--- src/rtl/emac_ctl_pkg.sv ---
package emac_ctl_pkg;

  localparam int unsigned DATA_W = 16;
  localparam int unsigned ADDR_W = 4;

  // Control register bit positions
  localparam int unsigned CB_RUN = 0;
  localparam int unsigned CB_EN  = 1;
  localparam int unsigned CB_GTS = 2;
  localparam int unsigned CB_NUM = 3;

  // Register word offsets inside the lower half of the map
  localparam int unsigned OFF_CTRL = 0;
  localparam int unsigned OFF_DMA  = 1;
  localparam int unsigned OFF_EVT  = 2;
  localparam int unsigned OFF_MASK = 3;
  localparam int unsigned NUM_REGS = 4;

  typedef enum logic [2:0] {
    RG_CTRL,
    RG_DMA,
    RG_EVT,
    RG_MASK,
    RG_TBL,
    RG_NONE
  } reg_sel_e;

endpackage

--- src/rtl/emac_rst_sync.sv ---
module emac_rst_sync #(
  parameter int unsigned STAGES = 2
) (
  input  logic clk,
  input  logic arst_n,
  output logic srst_n
);

  logic [STAGES-1:0] chain_q;

  // Assert asynchronously, release after STAGES clock edges
  always_ff @(posedge clk or negedge arst_n) begin
    if (!arst_n) chain_q <= '0;
    else         chain_q <= {chain_q[STAGES-2:0], 1'b1};
  end

  assign srst_n = chain_q[STAGES-1];

endmodule

--- src/rtl/emac_host_regs.sv ---
module emac_host_regs
  import emac_ctl_pkg::*;
#(
  parameter int unsigned DW = DATA_W,
  parameter int unsigned AW = ADDR_W
) (
  input  logic          clk,
  input  logic          rst_n,
  input  logic          hb_sel,
  input  logic          hb_wr,
  input  logic [AW-1:0] hb_addr,
  input  logic [DW-1:0] hb_wdata,
  output logic          hb_ack,
  output logic [DW-1:0] hb_rdata,
  output logic          tbl_sel,
  input  logic [DW-1:0] tbl_rdata,
  input  logic          gsc_set,
  output logic          run,
  output logic          en,
  output logic          gts,
  output logic [DW-1:0] dma_cfg,
  output logic          irq
);

  localparam int unsigned LW = AW - 1;

  reg_sel_e      sel_e;
  logic [LW-1:0] lo_addr;
  logic          wr_hit;

  logic          run_q, en_q, gts_q, evt_q, mask_q;
  logic          run_n, en_n, gts_n, evt_n, mask_n;
  logic [DW-1:0] dma_q, dma_n;

  // ---------------- address decode ----------------
  assign lo_addr = hb_addr[LW-1:0];

  always_comb begin
    sel_e = RG_NONE;
    if (hb_addr[AW-1]) begin
      sel_e = RG_TBL;
    end else if (lo_addr == LW'(OFF_CTRL)) begin
      sel_e = RG_CTRL;
    end else if (lo_addr == LW'(OFF_DMA)) begin
      sel_e = RG_DMA;
    end else if (lo_addr == LW'(OFF_EVT)) begin
      sel_e = RG_EVT;
    end else if (lo_addr == LW'(OFF_MASK)) begin
      sel_e = RG_MASK;
    end
  end

  assign wr_hit = hb_sel & hb_wr;

  // ---------------- next state ----------------
  always_comb begin
    run_n  = run_q;
    en_n   = en_q;
    gts_n  = gts_q;
    dma_n  = dma_q;
    evt_n  = evt_q;
    mask_n = mask_q;

    if (wr_hit && sel_e == RG_CTRL) begin
      run_n = hb_wdata[CB_RUN];
      en_n  = hb_wdata[CB_EN]  & hb_wdata[CB_RUN];
      gts_n = hb_wdata[CB_GTS] & hb_wdata[CB_RUN];
    end

    if (!run_q) begin
      dma_n  = '0;
      evt_n  = 1'b0;
      mask_n = 1'b0;
    end else begin
      if (wr_hit && sel_e == RG_DMA && !en_q) begin
        dma_n = hb_wdata;
      end
      if (wr_hit && sel_e == RG_MASK) begin
        mask_n = hb_wdata[0];
      end
      if (wr_hit && sel_e == RG_EVT && hb_wdata[0]) begin
        evt_n = 1'b0;
      end
      if (gsc_set) begin
        evt_n = 1'b1;
      end
    end
  end

  // ---------------- registers ----------------
  always_ff @(posedge clk or negedge rst_n) begin
    if (!rst_n) begin
      run_q  <= 1'b0;
      en_q   <= 1'b0;
      gts_q  <= 1'b0;
      dma_q  <= '0;
      evt_q  <= 1'b0;
      mask_q <= 1'b0;
    end else begin
      run_q  <= run_n;
      en_q   <= en_n;
      gts_q  <= gts_n;
      dma_q  <= dma_n;
      evt_q  <= evt_n;
      mask_q <= mask_n;
    end
  end

  // ---------------- read path and acknowledge ----------------
  always_comb begin
    hb_rdata = '0;
    if (hb_sel) begin
      case (sel_e)
        RG_CTRL: begin
          hb_rdata[CB_RUN] = run_q;
          hb_rdata[CB_EN]  = en_q;
          hb_rdata[CB_GTS] = gts_q;
        end
        RG_DMA:  hb_rdata    = dma_q;
        RG_EVT:  hb_rdata[0] = evt_q;
        RG_MASK: hb_rdata[0] = mask_q;
        RG_TBL:  hb_rdata    = run_q ? tbl_rdata : '0;
        default: hb_rdata    = '0;
      endcase
    end
  end

  assign hb_ack  = hb_sel & (sel_e != RG_NONE);
  assign tbl_sel = hb_sel & (sel_e == RG_TBL) & run_q;

  assign run     = run_q;
  assign en      = en_q;
  assign gts     = gts_q;
  assign dma_cfg = dma_q;
  assign irq     = evt_q & mask_q;

  // ---------------- assertions ----------------
  // the DMA word cannot move in a cycle that followed an enabled cycle
  p_dma_locked_r9: assert property (@(posedge clk) disable iff (!rst_n)
    $past(en_q) |-> $stable(dma_q));

  // a second consecutive cycle in local reset finds the gated registers clear
  p_gated_clear_r2: assert property (@(posedge clk) disable iff (!rst_n)
    (!run_q && $past(!run_q)) |-> (dma_q == '0 && !evt_q && !mask_q));

  // enable and graceful stop never stand without run
  p_ctrl_needs_run_r2: assert property (@(posedge clk) disable iff (!rst_n)
    !run_q |-> (!en_q && !gts_q));

  // the event only clears through a host write of 1 or local reset
  p_evt_sticky_r5: assert property (@(posedge clk) disable iff (!rst_n)
    ($fell(evt_q) && $past(run_q)) |-> $past(wr_hit && sel_e == RG_EVT && hb_wdata[0]));

endmodule

--- src/rtl/emac_stop_seq.sv ---
module emac_stop_seq (
  input  logic clk,
  input  logic rst_n,
  input  logic run,
  input  logic en,
  input  logic gts,
  input  logic tx_sof,
  input  logic tx_eof,
  input  logic rx_sof,
  input  logic rx_eof,
  input  logic tx_wb_req,
  output logic tx_go,
  output logic rx_en,
  output logic tx_abort,
  output logic rx_abort,
  output logic ptr_rst,
  output logic tx_bad_crc,
  output logic tx_wb_go,
  output logic gsc_set
);

  logic en_d_q, tx_busy_q, rx_busy_q, gs_done_q, bad_crc_q;
  logic en_d_n, tx_busy_n, rx_busy_n, gs_done_n, bad_crc_n;
  logic en_fall;

  assign en_fall  = en_d_q & ~en;
  assign tx_abort = en_fall & tx_busy_q;
  assign rx_abort = en_fall & rx_busy_q;
  assign ptr_rst  = en_fall;

  assign gsc_set  = run & gts & ~tx_busy_q & ~gs_done_q;

  assign tx_go    = run & en & ~gts;
  assign rx_en    = run & en;
  assign tx_wb_go = tx_wb_req & run & en;
  assign tx_bad_crc = bad_crc_q;

  // ---------------- next state ----------------
  always_comb begin
    en_d_n    = en;
    tx_busy_n = tx_busy_q;
    rx_busy_n = rx_busy_q;

    if (tx_sof) tx_busy_n = 1'b1;
    if (tx_eof) tx_busy_n = 1'b0;
    if (rx_sof) rx_busy_n = 1'b1;
    if (rx_eof) rx_busy_n = 1'b0;

    if (!run || tx_abort) tx_busy_n = 1'b0;
    if (!run || rx_abort) rx_busy_n = 1'b0;

    gs_done_n = gts ? (gs_done_q | gsc_set) : 1'b0;
    bad_crc_n = tx_abort & run;
  end

  // ---------------- registers ----------------
  always_ff @(posedge clk or negedge rst_n) begin
    if (!rst_n) begin
      en_d_q    <= 1'b0;
      tx_busy_q <= 1'b0;
      rx_busy_q <= 1'b0;
      gs_done_q <= 1'b0;
      bad_crc_q <= 1'b0;
    end else begin
      en_d_q    <= en_d_n;
      tx_busy_q <= tx_busy_n;
      rx_busy_q <= rx_busy_n;
      gs_done_q <= gs_done_n;
      bad_crc_q <= bad_crc_n;
    end
  end

  // ---------------- assertions ----------------
  // pointer reset marks every fall of enable
  p_ptr_rst_on_fall_r6: assert property (@(posedge clk) disable iff (!rst_n)
    $fell(en) |-> ptr_rst);

  // abort strobes are single-cycle
  p_abort_single_r6: assert property (@(posedge clk) disable iff (!rst_n)
    (tx_abort || rx_abort || ptr_rst) |=> !(tx_abort || rx_abort || ptr_rst));

  // a bad CRC is only ever emitted while transmission is no longer permitted
  p_badcrc_stopped_r7: assert property (@(posedge clk) disable iff (!rst_n)
    tx_bad_crc |-> (!tx_go && !tx_abort));

  // completion is posted only while new transmit starts are withheld
  p_gsc_withheld_r4: assert property (@(posedge clk) disable iff (!rst_n)
    gsc_set |-> !tx_go);

  // descriptor write-back is never permitted in the abort cycle
  p_wb_blocked_r8: assert property (@(posedge clk) disable iff (!rst_n)
    ptr_rst |-> !tx_wb_go);

endmodule

--- src/rtl/emac_ctl_seq.sv ---
module emac_ctl_seq
  import emac_ctl_pkg::*;
#(
  parameter int unsigned DW = DATA_W,
  parameter int unsigned AW = ADDR_W,
  parameter int unsigned RST_STAGES = 2
) (
  input  logic          clk,
  input  logic          rst_n,
  input  logic          hb_sel,
  input  logic          hb_wr,
  input  logic [AW-1:0] hb_addr,
  input  logic [DW-1:0] hb_wdata,
  output logic          hb_ack,
  output logic [DW-1:0] hb_rdata,
  output logic          tbl_sel,
  output logic          tbl_we,
  output logic [AW-2:0] tbl_addr,
  output logic [DW-1:0] tbl_wdata,
  input  logic [DW-1:0] tbl_rdata,
  output logic          mac_run,
  output logic          tx_go,
  output logic          rx_en,
  input  logic          tx_sof,
  input  logic          tx_eof,
  input  logic          rx_sof,
  input  logic          rx_eof,
  output logic          tx_abort,
  output logic          rx_abort,
  output logic          ptr_rst,
  output logic          tx_bad_crc,
  input  logic          tx_wb_req,
  output logic          tx_wb_go,
  output logic [DW-1:0] dma_cfg,
  output logic          irq
);

  logic srst_n;
  logic run, en, gts, gsc_set;

  emac_rst_sync #(.STAGES(RST_STAGES)) i_rst_sync (
    .clk    (clk),
    .arst_n (rst_n),
    .srst_n (srst_n)
  );

  emac_host_regs #(.DW(DW), .AW(AW)) i_regs (
    .clk       (clk),
    .rst_n     (srst_n),
    .hb_sel    (hb_sel),
    .hb_wr     (hb_wr),
    .hb_addr   (hb_addr),
    .hb_wdata  (hb_wdata),
    .hb_ack    (hb_ack),
    .hb_rdata  (hb_rdata),
    .tbl_sel   (tbl_sel),
    .tbl_rdata (tbl_rdata),
    .gsc_set   (gsc_set),
    .run       (run),
    .en        (en),
    .gts       (gts),
    .dma_cfg   (dma_cfg),
    .irq       (irq)
  );

  emac_stop_seq i_seq (
    .clk        (clk),
    .rst_n      (srst_n),
    .run        (run),
    .en         (en),
    .gts        (gts),
    .tx_sof     (tx_sof),
    .tx_eof     (tx_eof),
    .rx_sof     (rx_sof),
    .rx_eof     (rx_eof),
    .tx_wb_req  (tx_wb_req),
    .tx_go      (tx_go),
    .rx_en      (rx_en),
    .tx_abort   (tx_abort),
    .rx_abort   (rx_abort),
    .ptr_rst    (ptr_rst),
    .tx_bad_crc (tx_bad_crc),
    .tx_wb_go   (tx_wb_go),
    .gsc_set    (gsc_set)
  );

  assign tbl_we    = hb_wr;
  assign tbl_addr  = hb_addr[AW-2:0];
  assign tbl_wdata = hb_wdata;
  assign mac_run   = run;

  // a forwarded table strobe always carries an acknowledge and a running MAC
  p_tbl_fwd_r11: assert property (@(posedge clk) disable iff (!srst_n)
    tbl_sel |-> (hb_ack && mac_run));

endmodule

--- config.mk ---
export PLATFORM = sky130hd
export DESIGN_NAME = emac_ctl_seq
export DESIGN_NICKNAME = d
export VERILOG_FILES = /design/src/rtl/emac_ctl_pkg.sv /design/src/rtl/emac_rst_sync.sv /design/src/rtl/emac_host_regs.sv /design/src/rtl/emac_stop_seq.sv /design/src/rtl/emac_ctl_seq.sv
export SDC_FILE = /design/constraint.sdc
export NUM_CORES = 1
export LEC_CHECK = 0
export BUFFER_PORTS_ARGS = -buffer_cell sky130_fd_sc_hd__buf_4
export CAP_MARGIN = 0
export CORE_ASPECT_RATIO = 1.4
export CORE_MARGIN = 2
export CORE_UTILIZATION = 35
export DETAILED_ROUTE_END_ITERATION = 8
export PLACE_DENSITY_LB_ADDON = 0.12
export SYNTH_ARGS = -nofsm -noshare
export SYNTH_HDL_FRONTEND = slang
export SYNTH_HIERARCHICAL = 1
export SYNTH_SLANG_ARGS = --single-unit
--- constraint.sdc ---
create_clock -name clk -period 3.8 [get_ports clk]
set_input_delay 0.38 -clock clk [delete_from_list [all_inputs] [get_ports clk]]
set_output_delay 0.38 -clock clk [all_outputs]
set_load 0.005 [all_outputs]
# Word level (Yosys, flattened, before mapping)
# Cells that the tools add are included.
# Widths: inputs -> output; s select.
[totals] in_bits=45 wordCells=84 out_inout_bits=63 regBits=28
[op_classes] n_eq_ne=11 bitwise_logic=23 muxes=24 reduce_logical=14
[op_table] cell="$mux 16" n=4
[op_table] cell="$pmux 13 s2" n=1
[op_table] cell="$and 1x1->1" n=18
[op_table] cell="$mux 3" n=5
[op_table] cell="$eq 3x2->1 const B" n=4
[op_table] cell="$mux 1" n=12
[op_table] cell="$eq 3x1->1 const B" n=2
[op_table] cell="$logic_and 1x1->1" n=6
[op_table] cell="$logic_not 3->1" n=2
[op_table] cell="$pmux 2 s3" n=1
[op_table] cell="$reduce_bool 3->1" n=2
[op_table] cell="$pmux 1 s5" n=1
[op_table] cell="$ne 2x2->1 const B" n=2
[op_table] cell="$not 1->1" n=4
[op_table] cell="$eq 3x3->1 const B" n=1
[op_table] cell="$ne 3x2->1 const B" n=1
[op_table] cell="$ne 3x3->1 const B" n=1
[op_table] cell="$logic_not 1->1" n=2
[op_table] cell="$logic_or 1x1->1" n=2
[op_table] cell="$or 1x1->1" n=1

# Longest topological paths before layout
# Gate-level depths: netlist of the first run.
[depth] depth_word=12 mapped_depth=6 depth_no_buf=3

# Cells and area by module
# The synthesis of the first run kept the hierarchy.
[by_module_without_submodules] module="emac_host_regs" area_each_um2=1272.5 n_inst=1 cells_each=149 seq_area_each_um2=525.5
[by_module_without_submodules] module="emac_stop_seq" area_each_um2=234.0 n_inst=1 cells_each=19 seq_area_each_um2=125.1
[by_module_without_submodules] module="emac_ctl_seq" area_each_um2=150.1 n_inst=1 cells_each=20 seq_area_each_um2=0.0
[by_module_without_submodules] module="emac_rst_sync" area_each_um2=53.8 n_inst=1 cells_each=3 seq_area_each_um2=50.0

# Worst setup path before layout of the first run
# Ideal clock, no wire load.
[synth_path] kind="input to output" start="input port hb_addr[3]" end="output port hb_rdata[10]" t_arrival_ps=1296 cell_stages=5 setup_slack_ps=2124 required_ps=3420 n_path_buf=2 path_cell_list="buf_6 -> nor4b_2 -> clkbuf_1 -> a22oi_1 -> nor2_1"
[synth_between] elab_chain_len=4 elab_cells_between_ends=5 classes_between="eq/ne (2); mux (3)"
[synth_rtl] element="from (decl)" line_no="emac_ctl_seq.sv:12" rtl="input logic [AW-1:0] hb_addr,"
[synth_rtl] element="$mux 3 (*)" line_no="emac_host_regs.sv:40" rtl="if (hb_addr[AW-1]) begin"
[synth_rtl] element="$eq 3x3->1 or $eq 3x1->1 (tied branches)" line_no="emac_host_regs.sv:113" rtl="case (sel_e)"
[synth_rtl] element="$pmux 13 s2 (*)" line_no="emac_host_regs.sv:113"
[synth_rtl] element="$mux 16 (*)" line_no="emac_host_regs.sv:112" rtl="if (hb_sel) begin"
[synth_rtl] element="to (decl)" line_no="emac_ctl_seq.sv:15" rtl="output logic [DW-1:0] hb_rdata,"
# Mark *: on every way between the ends. The rest lies on a longest branch, timed or not.

# Final worst setup path of the first run
[layout_path] start="register i_regs.run_q (netlist: i_regs/run)" end="output port hb_rdata[1]"
[layout_between] elab_chain_len=3
[layout_rtl] element="from (decl)" line_no="emac_host_regs.sv:31" rtl="logic run_q, en_q, gts_q, evt_q, mask_q;"
[layout_rtl] element="from (signal assigned)" line_no="emac_host_regs.sv:100" rtl="run_q <= run_n;"
[layout_rtl] element="$mux 16" line_no="emac_host_regs.sv:122" rtl="RG_TBL: hb_rdata = run_q ? tbl_rdata : '0;"
[layout_rtl] element="$pmux 2 s3" line_no="emac_host_regs.sv:113"
[layout_rtl] element="$mux 16" line_no="emac_host_regs.sv:112"
# No other way between the ends.

==> impl_metrics.yaml, run 1 <==
outcome:
  status: "finished clean"
layout:
  antennaDiodeCount: 0
  nets: 316
  finish.utilization: 0.514
  fill_cells: 476
  drive_above_1_share: 0.452
  syn2layout_area_growth_pct: 43.2
  finalInstanceArea_um2: 2450
setup_path:
  crit_family: "flip-flops"
  required_ns: 3.42
  arrival_ns: 1.80
  end_kind: "primary output"
  worstSetupPathType: "reg -> out"
  slowest_stage: "dfrtp_1"
  critPathMaxStageDelay_ns: 0.53
  path_buf_inv: 1
  crit_chain: "and2_2 > a222oi_1 > nor2_1 > buf_4"
  cp_max_fo: 16
  setup.worst_path.start_class: "flop"
cts:
  cts.htree.levels: 1
  cts_buffers: 3
  cts_setup_buffers: 0
  clockBufferDepth: 2
  clock_sinks: 28
  clk_root_buffer_cell: "clkbuf_8"
  cts_tree: "built"
  clk_latency_ns: 0.27
  cts.clk_slew.worst_paths_ns: 0.09
routing:
  routed_wl_um: 4870
  detail-route-antenna-nets: 0
  drt_pass1_iterations: 4
  first_iter_violations: 91
  routedWlPerCell_um: 14.6
  vias_per_cell: 5.13
  vias: 1713
  drc_errors: 0
sta:
  finalCritPeriodShare: 0.573
  rsz0062_at_grt: "false"
  max_slew.worst_pin.slew_ns: 1.07
  fin_crit_ns: 2.18
  slew_headroom: 0.288
  whs_ns: 0.244
  fin_tns_setup_ns: 0
  finalHoldViolations: 0
  slew_violations: 0
  setup_viol: 0
  fin_skew_ns: 0.00157
  fmax_mhz: 460
run:
  cap_violations: 0
floorplan:
  row_count: 30
  core_um2: 4770
  die_x_um: 63.1
  start_util: 0.359
  die_area_um2: 5470
  die_h_um: 86.7
  io_pins: 108
place:
  portBuffers: 107
  dp.final_hpwl_um: 3650
  placed_cell_area_um2: 2380
  place_congestion: 0.755
synth:
  postSynth.asyncResetShare: 1.00
  synth_area_leaders: "dfrtp_1 (41%), buf_4 (8.8%), a22oi_1 (6.1%)"
  synth_seq_area_share: 0.410
  yosysTopAreaCell: "dfrtp_1"
  synth-seq-cells: 28
  syn_inst: 191
  synth_warnings: 6
  synth.distinct_cells: 38
  synth-edff-count: 0
  netlist.area_leader.share: 0.410
  syn_avg_cell_area_um2: 8.95
  synth.net_count: 236
  netlist_area_um2: 1710
  synth_flop_cell: "dfrtp_1"
  yosys-top-cells-count: "dfrtp_1 (28), buf_4 (20), nor2_1 (19)"
  yosysMostFrequentCell: "dfrtp_1"
grt:
  grt_max_degree: 27
  grt_pass1_wl_um: 7690
  track_usage: 0.178
  first_global_vias: 1604
  antenna_found_initial: 0
  grt-ovfl-total: 0
pwr:
  finalPower_mw: 0.701
  p_leak_nw: 1.17
  power_density_nw_per_um2: 286
  vdd_drop_max_uv: 212
worst_hold_path:
  hold_path.class: "in -> reg"
==> routing by layer <==
| layer | up-vias | routed length [µm] | track usage |
|---|---|---|---|
| li1 | 823 | - | - |
| met1 | 804 | 1900 | 0.203 |
| met2 | 79 | 2510 | 0.328 |
| met3 | 7 | 389 | 0.0364 |
| met4 | 0 | 73 | 0.0606 |
| met5 | - | 0 | 0 |
==> path summary, 6_finish.rpt <==
| check | start | slack [ns] | end | cells past startpoint |
|---|---|---|---|---|
| max | i_regs/run | 1.62 | hb_rdata[1] | 4 |
| min | tx_eof | 0.24 | i_seq/tx_busy_q | 2 |
| max reg2reg | i_regs/en | 2.08 | i_regs/dma_cfg[12] | 3 |
| min reg2reg | i_rst_sync/chain_q[0] | 0.37 | i_rst_sync/chain_q[1] | 0 |
| max in group asynchronous | i_rst_sync/chain_q[1] | 2.71 | i_regs/dma_cfg[12] | 0 |
| min in group asynchronous | rst_n | 0.41 | i_rst_sync/chain_q[0] | 2 |
==> area by class of cell <==
cell class              count  area, µm²  area share
inverters                   6       22.5     0.00919
flip-flops and latches     28        701       0.286
repair buffers            109        821       0.335
multi-input cells         123        771       0.315
well taps                  64       80.1      0.0327
clock buffers               4       55.1      0.0225
==> registers in the layout, summed over array words and instances, names as in the netlist <==
register            flops
i_regs/gts              1
i_regs/en               1
i_regs/dma_cfg         16
i_seq/gs_done_q         1
i_regs/evt_q            1
i_rst_sync/chain_q      2
i_seq/tx_busy_q         1
i_regs/run              1
i_seq/en_d_q            1
i_seq/tx_bad_crc        1
i_regs/mask_q           1
i_seq/rx_busy_q         1
==> cell families (layout without fill, tap and decap cells) <==
group                  after synthesis  in the layout  synth area share
and+or+nand+nor                     60             60             0.208
AOI/OAI and AO/OA                   58             58             0.211
buffers and inverters               40            119             0.145
DFF                                 28             28             0.410
muxes                                4              4            0.0249
other                                1              1           0.00219
==> cells in the final DEF (no fill, tap or decap), drive strengths merged, types with 2 or more instances in the layout <==
| cell type | netlist | final |
|---|---|---|
| a22oi | 14 | 14 |
| a21oi | 17 | 17 |
| and3b | 4 | 4 |
| mux2i | 2 | 2 |
| nor2b | 3 | 3 |
| o21ai | 18 | 18 |
| dfrtp | 28 | 28 |
| buf | 28 | 108 |
| nor4b | 4 | 4 |
| and3 | 3 | 3 |
| nor2 | 19 | 19 |
| mux2 | 2 | 2 |
| a21boi | 2 | 2 |
| o21a | 2 | 2 |
| nand2 | 2 | 2 |
| nand3 | 17 | 17 |
| a222oi | 2 | 2 |
| and2 | 2 | 2 |
| inv | 5 | 5 |
| clkbuf | 6 | 4 |
==> report_power, final <==
part / internal, mW / leakage [nW] / total [mW] / switching, mW
sequential: 0.315 / 0.375 / 0.343 / 0.0279
combinational: 0.0943 / 0.767 / 0.174 / 0.0792
clock: 0.0928 / 0.0288 / 0.185 / 0.0923
==> what timing repair did <==
item	in CTS	in global routing
resized for setup	0	0
hold endpoints to repair	2	0
hold buffers	1	0
==> worst reg2reg max path: stages, from the launching register on <==
cell and delay [ns]:
dfrtp_1 0.50, nand3b_1 0.62, o21ai_0 0.37, a21oi_1 0.10
==> per-stage QoR <==
step,worst slack (ns),std cells
2_1_floorplan,2.12,191
3_3_place_gp,1.66,329
3_5_place_dp,1.63,329
4_1_cts,1.60,334
5_1_grt,1.52,334
6_report,1.62,334
Note: power is estimated with default switching activity, not from simulation.
==> run 2: changes to the inputs <==
Clock period 3.8 ns to 1.92 ns, I/O delays scaled along.
==> run 2 against run 1 <==
  * Setup slack got worse by 1.5 ns
  * First-iteration DRC count down 44%
  * Clock power increased by 96%
  * Hold slack lost 0.19 ns
  * Clock-buffer cell count unchanged
  * Design area increased by 1.2%
  * Critical endpoint unchanged
  * Critical path depth is the same
  * Wire length down 0.16%
  * Combinational power up 120%
  * Non-clock buffer count rose by 4
  * Global-route usage up 0.32 points
  * Cell count rose by 1.2%
==> impl_metrics.yaml, run 2 (synthesis gave the netlist of run 1 again) <==
layout:
  nets: 320
  mostFrequentLayoutCell: "buf_4"
  layout_common_cells: "buf_4 (112), dfrtp_1 (28), nor2_1 (19), nand3_1 (17), a21oi_1 (17)"
  antennaDiodeCount: 0
  fill_cells: 468
  drive_above_1_share: 0.460
  fin_cells: 338
  largest_reg_flops: 16
  syn2layout_area_growth_pct: 45.0
setup_path:
  setup.worst_path.start_class: "flop"
  cp_max_fo: 16
  required_ns: 1.73
  worstSetupPathType: "reg -> out"
  arrival_ns: 1.55
  end_kind: "primary output"
routing:
  vias_per_cell: 5.07
  drc_errors: 0
  routedWlPerCell_um: 14.4
  detail-route-antenna-nets: 0
  drt_pass1_iterations: 5
  routed_wl_um: 4870
  vias: 1712
  first_iter_violations: 51
cts:
  cts.clk_slew.worst_paths_ns: 0.09
  clk_root_buffer_cell: "clkbuf_8"
  cts_buffers: 3
  clk_latency_ns: 0.27
  cts_setup_buffers: 0
  cts_tree: "built"
  cts.htree.levels: 1
  clock_sinks: 28
  clockBufferDepth: 2
outcome:
  status: "finished clean"
worst_hold_path:
  hold_path.class: "in -> reg"
sta:
  rsz0062_at_grt: "false"
  finalHoldViolations: 0
  slew_headroom: 0.353
  fmax_mhz: 573
  slew_violations: 0
  finalCritPeriodShare: 0.910
  fin_crit_ns: 1.75
  fin_skew_ns: 0.00111
  fin_tns_setup_ns: 0
  whs_ns: 0.0576
  max_slew.worst_pin.slew_ns: 0.965
  setup_viol: 0
grt:
  first_global_vias: 1663
  grt_pass1_wl_um: 7990
  track_usage: 0.181
  grt_max_degree: 27
  grt-ovfl-total: 0
  antenna_found_initial: 0
place:
  dp.final_hpwl_um: 3690
  portBuffers: 107
  dp.cells: 333
  place_congestion: 0.780
floorplan:
  io_pins: 108
  die_x_um: 63.1
  row_count: 30
  die_area_um2: 5470
  core_um2: 4770
  start_util: 0.359
  die_h_um: 86.7
pwr:
  vdd_drop_max_uv: 420
  finalPower_mw: 1.39
  power_density_nw_per_um2: 562
  p_leak_nw: 1.19
run:
  cap_violations: 0
run 2: path summary, 6_finish.rpt:
check	startpoint	endpoint	slack (ns)	cells after the start
worst max-delay path	i_regs/run	hb_rdata[1]	0.17	4
worst min-delay path	tx_eof	i_seq/tx_busy_q	0.06	2
worst max register to register	i_regs/en	i_regs/dma_cfg[6]	0.40	3
worst min register to register	i_rst_sync/chain_q[1]	i_regs/mask_q	0.24	1
max in group asynchronous	i_rst_sync/chain_q[1]	i_regs/dma_cfg[9]	1.42	1
min in group asynchronous	rst_n	i_rst_sync/chain_q[0]	0.23	2
run 2: cell type report:
cell class | count | area (µm²) | area share
inverters | 6 | 22.5 | 0.00908
repair buffers | 113 | 851 | 0.343
flip-flops and latches | 28 | 701 | 0.283
well taps | 64 | 80.1 | 0.0323
multi-input cells | 123 | 771 | 0.311
clock buffers | 4 | 55.1 | 0.0222
run 2: worst max-delay path, stage by stage, from the launching register on:
cell	delay, ns
dfrtp_1	0.38
and2_2	0.28
a222oi_1	0.37
nor2_1	0.11
buf_4	0.15
run 2: power breakdown:
group	leakage, nW	switching, mW	internal, mW	total [mW]
clock network	0.0288	0.180	0.184	0.363
logic	0.786	0.181	0.196	0.377
registers	0.375	0.0304	0.623	0.654
run 2: routing by layer:
metal / routed length [µm] / share of wire / vias up / global-route usage
met1: 1920 / 0.39 / 801 / 0.209
met5: 0 / 0 / - / 0
met4: 54 / 0.011 / 0 / 0.0525
met3: 369 / 0.076 / 6 / 0.0351
met2: 2530 / 0.52 / 75 / 0.337
li1: - / - / 830 / -
run 2: repair_timing:
item / CTS / global route
resized for setup: 0 / 0
endpoints found under the hold margin: 2 / 0
hold buffers: 1 / 0
run 2: through the flow:
step,utilization,area (µm²),worst slack [ns]
2_1_floorplan,-,1710,0.471
3_3_place_gp,0.507,2410,0.277
3_5_place_dp,0.507,2410,0.245
4_1_cts,0.520,2480,0.134
5_1_grt,0.520,2480,0.00698
6_report,0.520,2480,0.173
